<file path="config.mk">
export PLATFORM = sky130hd
export DESIGN_NAME = sc_char_err
export DESIGN_NICKNAME = d
export VERILOG_FILES = /design/src/rtl/sc_err_pkg.sv /design/src/rtl/sc_rx_parity_tally.sv /design/src/rtl/sc_tx_retry_ctl.sv /design/src/rtl/sc_char_err.sv
export SDC_FILE = /design/constraint.sdc
export NUM_CORES = 1
export LEC_CHECK = 0
export BUFFER_PORTS_ARGS = -buffer_cell sky130_fd_sc_hd__buf_4
export CELL_PAD_IN_SITES_DETAIL_PLACEMENT = 0
export CELL_PAD_IN_SITES_GLOBAL_PLACEMENT = 1
export CORE_UTILIZATION = 41
export DETAILED_ROUTE_END_ITERATION = 10
export GPL_TIMING_DRIVEN = 0
export PLACE_DENSITY = 0.82
export SYNTH_ARGS = -nofsm -noshare
export SYNTH_HDL_FRONTEND = slang
export SYNTH_SLANG_ARGS = --single-unit
</file>
<file path="constraint.sdc">
create_clock -name clk -period 1.8 [get_ports clk]
set_input_delay 0.36 -clock clk [delete_from_list [all_inputs] [get_ports clk]]
set_output_delay 0.36 -clock clk [all_outputs]
set_load 0.05 [all_outputs]
</file>
<file path="src/rtl/sc_err_pkg.sv">
package sc_err_pkg;
  typedef enum logic {
    PROTO_CHAR  = 1'b0,
    PROTO_BLOCK = 1'b1
  } proto_e;

  localparam int unsigned LIMIT_W        = 3;
  localparam int unsigned TIME_W         = 6;
  localparam int unsigned HALF_ETU_AUTO  = 30;
  localparam int unsigned HALF_ETU_MANUAL = 27;
endpackage

</file>
<file path="src/rtl/sc_rx_parity_tally.sv">
module sc_rx_parity_tally
  import sc_err_pkg::*;
#(
  parameter int unsigned CNT_W = LIMIT_W
) (
  input  logic             clk,
  input  logic             rst,
  input  proto_e           proto,
  input  logic [CNT_W-1:0] limit,
  input  logic             rx_valid,
  input  logic             rx_bad,
  input  logic             ext_set,
  input  logic             stat_read,
  output logic             flag
);
  logic [CNT_W-1:0] tally;
  logic             hit;
  logic             set_evt;

  always_comb begin
    hit     = rx_valid && rx_bad && ((proto == PROTO_BLOCK) || (tally >= limit));
    set_evt = hit || ext_set;
  end

  always_ff @(posedge clk) begin
    if (rst) begin
      tally <= '0;
      flag  <= 1'b0;
    end else begin
      if (rx_valid && proto == PROTO_CHAR) begin
        if (!rx_bad || tally >= limit) tally <= '0;
        else                           tally <= tally + 1'b1;
      end
      if (set_evt)        flag <= 1'b1;
      else if (stat_read) flag <= 1'b0;
    end
  end

  // a good character in T=0 leaves the count at zero
  p_good_clears_r3: assert property (@(posedge clk) disable iff (rst)
    (rx_valid && !rx_bad && proto == PROTO_CHAR) |=> (tally == '0));

  // flag holds without a read
  p_sticky_r4: assert property (@(posedge clk) disable iff (rst)
    (flag && !stat_read) |=> flag);

  // a read with no concurrent set clears the flag
  p_read_clear_r4: assert property (@(posedge clk) disable iff (rst)
    (stat_read && !rx_valid && !ext_set) |=> !flag);

  // in T=1 the first bad character sets the flag
  p_block_first_r5: assert property (@(posedge clk) disable iff (rst)
    (rx_valid && rx_bad && proto == PROTO_BLOCK) |=> flag);
endmodule

</file>
<file path="src/rtl/sc_tx_retry_ctl.sv">
module sc_tx_retry_ctl
  import sc_err_pkg::*;
#(
  parameter int unsigned CNT_W      = LIMIT_W,
  parameter int unsigned TW         = TIME_W,
  parameter int unsigned AUTO_HALF  = HALF_ETU_AUTO,
  parameter int unsigned MAN_HALF   = HALF_ETU_MANUAL
) (
  input  logic             clk,
  input  logic             rst,
  input  proto_e           proto,
  input  logic [CNT_W-1:0] limit,
  input  logic             tick,
  input  logic             tx_start,
  input  logic             tx_done,
  input  logic             tx_nak,
  output logic             resend_req,
  output logic [TW-1:0]    resend_at,
  output logic             give_up
);
  localparam logic [TW-1:0] FIRE_AT = TW'(AUTO_HALF - 1);
  localparam logic [TW-1:0] AT_AUTO = TW'(AUTO_HALF);
  localparam logic [TW-1:0] AT_MAN  = TW'(MAN_HALF);
  localparam logic [TW-1:0] T_MAX   = '1;

  proto_e           proto_cap;
  logic [CNT_W-1:0] lim_cap;
  logic [CNT_W-1:0] left;
  logic             pending;
  logic [TW-1:0]    timer;
  logic             nak_evt;
  logic             fire;

  always_comb begin
    nak_evt = tx_done && tx_nak && (proto_cap == PROTO_CHAR) && !tx_start;
    fire    = pending && tick && (timer >= FIRE_AT) && !tx_start;
  end

  always_ff @(posedge clk) begin
    if (rst) begin
      proto_cap  <= PROTO_CHAR;
      lim_cap    <= '0;
      left       <= '0;
      pending    <= 1'b0;
      timer      <= '0;
      resend_req <= 1'b0;
      resend_at  <= '0;
      give_up    <= 1'b0;
    end else begin
      resend_req <= fire;
      give_up    <= 1'b0;
      if (tx_start) begin
        proto_cap <= proto;
        lim_cap   <= limit;
        left      <= limit;
        timer     <= '0;
        pending   <= 1'b0;
      end else begin
        if (fire)                        timer <= '0;
        else if (tick && timer != T_MAX) timer <= timer + 1'b1;
        if (fire) pending <= 1'b0;
        if (nak_evt) begin
          if (lim_cap == '0) begin
            resend_at <= AT_MAN;
          end else if (left != '0) begin
            left      <= left - 1'b1;
            pending   <= 1'b1;
            resend_at <= AT_AUTO;
          end else begin
            give_up <= 1'b1;
          end
        end
      end
    end
  end

  // the resend request is a single-cycle pulse
  p_req_single_r6: assert property (@(posedge clk) disable iff (rst)
    resend_req |=> !resend_req);

  // the retry budget never exceeds the captured limit
  p_budget_bound_r7: assert property (@(posedge clk) disable iff (rst)
    (left <= lim_cap));

  // manual mode never arms an automatic resend
  p_manual_idle_r8: assert property (@(posedge clk) disable iff (rst)
    (nak_evt && lim_cap == '0 && !pending) |=> !pending);

  // a NAK in T=1 leaves the resend time alone
  p_block_nak_ignored_r10: assert property (@(posedge clk) disable iff (rst)
    (tx_done && tx_nak && proto_cap == PROTO_BLOCK && !tx_start) |=> $stable(resend_at));
endmodule

</file>
<file path="src/rtl/sc_char_err.sv">
module sc_char_err
  import sc_err_pkg::*;
#(
  parameter int unsigned CNT_W = LIMIT_W,
  parameter int unsigned TW    = TIME_W
) (
  input  logic             clk,
  input  logic             rst,
  input  logic             proto_t1_i,
  input  logic [CNT_W-1:0] limit_i,
  input  logic             half_etu_tick_i,
  input  logic             rx_valid_i,
  input  logic             rx_parity_bad_i,
  input  logic             tx_start_i,
  input  logic             tx_done_i,
  input  logic             tx_nak_i,
  input  logic             stat_read_i,
  output logic             err_flag_o,
  output logic             resend_req_o,
  output logic [TW-1:0]    resend_at_o
);
  proto_e proto;
  logic   give_up;

  assign proto = proto_t1_i ? PROTO_BLOCK : PROTO_CHAR;

  sc_rx_parity_tally #(.CNT_W(CNT_W)) u_rx (
    .clk       (clk),
    .rst       (rst),
    .proto     (proto),
    .limit     (limit_i),
    .rx_valid  (rx_valid_i),
    .rx_bad    (rx_parity_bad_i),
    .ext_set   (give_up),
    .stat_read (stat_read_i),
    .flag      (err_flag_o)
  );

  sc_tx_retry_ctl #(.CNT_W(CNT_W), .TW(TW)) u_tx (
    .clk        (clk),
    .rst        (rst),
    .proto      (proto),
    .limit      (limit_i),
    .tick       (half_etu_tick_i),
    .tx_start   (tx_start_i),
    .tx_done    (tx_done_i),
    .tx_nak     (tx_nak_i),
    .resend_req (resend_req_o),
    .resend_at  (resend_at_o),
    .give_up    (give_up)
  );

  // a spent retry budget raises the flag on the next edge
  p_giveup_flag_r9: assert property (@(posedge clk) disable iff (rst)
    give_up |=> err_flag_o);
endmodule

</file>
==> flow_summary.json <==
{
  "status": "finished clean",
  "grt_pass1_wl_um": 3800,
  "ys_warn_count": 0,
  "netlist.area_leader.share_pct": 38.3,
  "die_y_um": 56.1,
  "clk_latency_ps": 300,
  "dp_hpwl_um": 1760,
  "stdcell_count": 187,
  "io_pins": 21,
  "p_switching_mw": 0.263,
  "p_clk_share_pct": 24.4,
  "antenna_found_initial": 0,
  "synth_seq_cells": 23,
  "fin_crit_sh_pct": 80.9,
  "holdBufCountCts": 0,
  "crit_fanout": 6,
  "grt_use_total_pct": 15.2,
  "netlist_area_um2": 1200,
  "vias_per_cell": 5.11,
  "dr.first_iter.drc_count": 24,
  "cts_tree": "yes",
  "routedWlPerCell_um": 11.7,
  "finalClockSkew_ps": 8.35,
  "crit_type": "reg -> reg",
  "postCtsSetupBuffers": 0,
  "cts_sinks": 23,
  "synthCells": 135,
  "cts_buffers": 3,
  "fmax_mhz": 686,
  "root_buffer": "clkbuf_4",
  "rr_worst_depth": 6,
  "switching_share_pct": 27.6,
  "cts-resized-gates": 0,
  "p_seq_share_pct": 56.8,
  "vdd_drop_max_mv": 0.348,
  "worst_r2r_endpoint": "u_tx.left[0]",
  "async_reset_ff_share_pct": 0,
  "drtPass1Iterations": 4,
  "r2r_start": "u_tx.left[0]",
  "min_to": "u_tx.left[2]",
  "p_comb_share_pct": 18.8,
  "min_from": "rst",
  "remaining_drc_errors": 0,
  "min_period_ps": 1460,
  "drive_above_1_share_pct": 21.8,
  "core.rowCount": 19,
  "whs_ps": 245,
  "rsz0062_at_grt": "no",
  "yosys-top-cells-area": "dfxtp_1 38%, ha_1 9.4%, mux2i_1 5.8%, nor2_1 4.1%, a21oi_1 3.8%",
  "power.internal_mw": 0.691,
  "hp-class": "in -> reg",
  "drv_slew": 0,
  "htree_levels": 1,
  "cp_data_required_time_ps": 2030,
  "die-area_um2": 3150,
  "whs_path_depth": 2,
  "io_buffer_count": 17,
  "cap_violations": 0,
  "totalPowerFinal_mw": 0.953,
  "setup_viol": 0,
  "wl_um": 2200,
  "dp_cells": 183,
  "finalHoldViolCount": 0,
  "cp-end-kind": "flip-flop",
  "overflow": 0,
  "place_congestion": 0.765,
  "synth_fp_nets": 157,
  "cts.clk_slew.worst_paths_ps": 130,
  "syn_to_final_growth_pct": 16.0,
  "antenna_cells": 0,
  "grt_pass1_vias": 884,
  "p_per_area_nw_per_um2": 684,
  "yosysSeqAreaShare_pct": 38.3,
  "die_x_um": 56.1,
  "start_kind": "flip-flop",
  "core_area_um2": 2760,
  "clockBufferDepth": 2,
  "layout.nets": 179,
  "synth_top_area_cell": "dfxtp_1",
  "start_util_pct": 43.6,
  "synth_flop_cell": "dfxtp_1",
  "cellLeakagePower_nw": 0.598,
  "ys_types": 38,
  "synth-edff-count": 0,
  "syn_area_per_cell_um2": 8.90,
  "rrSetupSlack_ps": 340,
  "ant_nets": 0,
  "cp_data_arrival_time_ps": 1680,
  "tns_ps": 0,
  "vias": 955,
  "grt_max_degree": 13
}
## power by group through the flow
stage / logic [mW] / clock network [mW] / registers, mW
2_1_floorplan: 0.113 / 0 / 0.565
3_3_place_gp: 0.174 / 0 / 0.552
3_5_place_dp: 0.180 / 0 / 0.553
4_1_cts: 0.180 / 0.247 / 0.542
5_1_grt: 0.200 / 0.266 / 0.545
6_report: 0.179 / 0.233 / 0.542
## cell usage after synthesis (2+ instances only)
| master | count |
|---|---|
| ha_1 | 9 |
| xnor2_1 | 3 |
| nand2_1 | 11 |
| nand4_1 | 2 |
| o21ai_0 | 2 |
| nor3_1 | 4 |
| a211oi_1 | 2 |
| mux2i_1 | 7 |
| dfxtp_1 | 23 |
| nor2_1 | 13 |
| nand3_1 | 3 |
| nor4_1 | 2 |
| nand2b_1 | 4 |
| a21oi_1 | 9 |
| o21ai_2 | 2 |
| inv_1 | 12 |
| buf_4 | 4 |
| xor2_1 | 3 |
## cell families after synthesis
| group | Yosys count | synth area share (%) |
|---|---|---|
| buffers and inverters | 19 | 8.02 |
| DFF | 23 | 38.3 |
| AOI/OAI and AO/OA | 22 | 12.5 |
| muxes | 7 | 5.83 |
| other | 1 | 0.312 |
| xor gates and xnor gates | 6 | 4.38 |
| and+or+nand+nor | 48 | 21.3 |
| adders and majority gates | 9 | 9.38 |
## metrics by stage
stage	util [%]	area [µm²]	setup WS [ps]
floorplan	-	1200	507
global placement	49.6	1370	346
detailed placement	49.6	1370	343
CTS	50.5	1390	345
global route	50.5	1390	225
finish	50.5	1390	343
## layout make-up
cell class / count / area, µm²
timing repair buffer: 17 / 128
inverter: 13 / 51.3
buffer: 6 / 45.0
sequential: 23 / 460
fill: 271 / 1360
tap: 31 / 38.8
clock buffer: 4 / 26.3
multi-input combinational: 93 / 644
## critical path, cell delays in order, from the launching register on
cell	delay, ps
dfxtp_1	370
inv_1	70
ha_1	210
nand2b_1	200
and3_4	250
xnor2_1	70
a211oi_1	230
## layout by cell type, fill, tap and decap left out, types with 2 or more instances in the layout
master / instances
ha_1: 9
mux2i_1: 7
clkbuf_1: 2
o21ai_2: 2
clkbuf_4: 3
nor2_1: 13
xnor2_1: 3
inv_1: 12
nand3_1: 3
nor4_1: 2
dfxtp_1: 23
nand2b_1: 4
o21ai_0: 2
a211oi_1: 2
nor3_1: 4
nand2_1: 11
buf_4: 21
a21oi_1: 9
nand4_1: 2
xor2_1: 3
## routing by layer
metal	vias to the layer above	GRT usage [%]	wire length, µm
li1	501	-	-
met1	441	19.9	1020
met2	11	25.2	1100
met3	2	2.09	60
met4	0	6.27	16
met5	-	0	0
## registers in the layout, indices dropped and copies added (netlist names)
signal           cells
u_tx.left            3
u_rx.flag            1
u_tx.lim_cap         3
u_tx.resend_at       3
u_tx.give_up         1
u_tx.pending         1
u_tx.timer           6
u_rx.tally           3
u_tx.resend_req      1
u_tx.proto_cap       1
## worst max path at each step
stage,to,depth (start not counted),slack (ps),startpoint
after global placement,u_rx.tally[1],6,350,limit_i[0]
after detailed placement,u_rx.tally[0],6,340,limit_i[0]
final,u_tx.left[0],6,340,u_tx.left[0]
after global routing,u_tx.left[0],6,230,u_tx.left[0]
after CTS,u_tx.left[0],6,340,u_tx.left[0]
after floorplan,resend_at_o[3],1,510,u_tx.resend_at[3]
No activity file was read; power rests on OpenSTA's default activity.
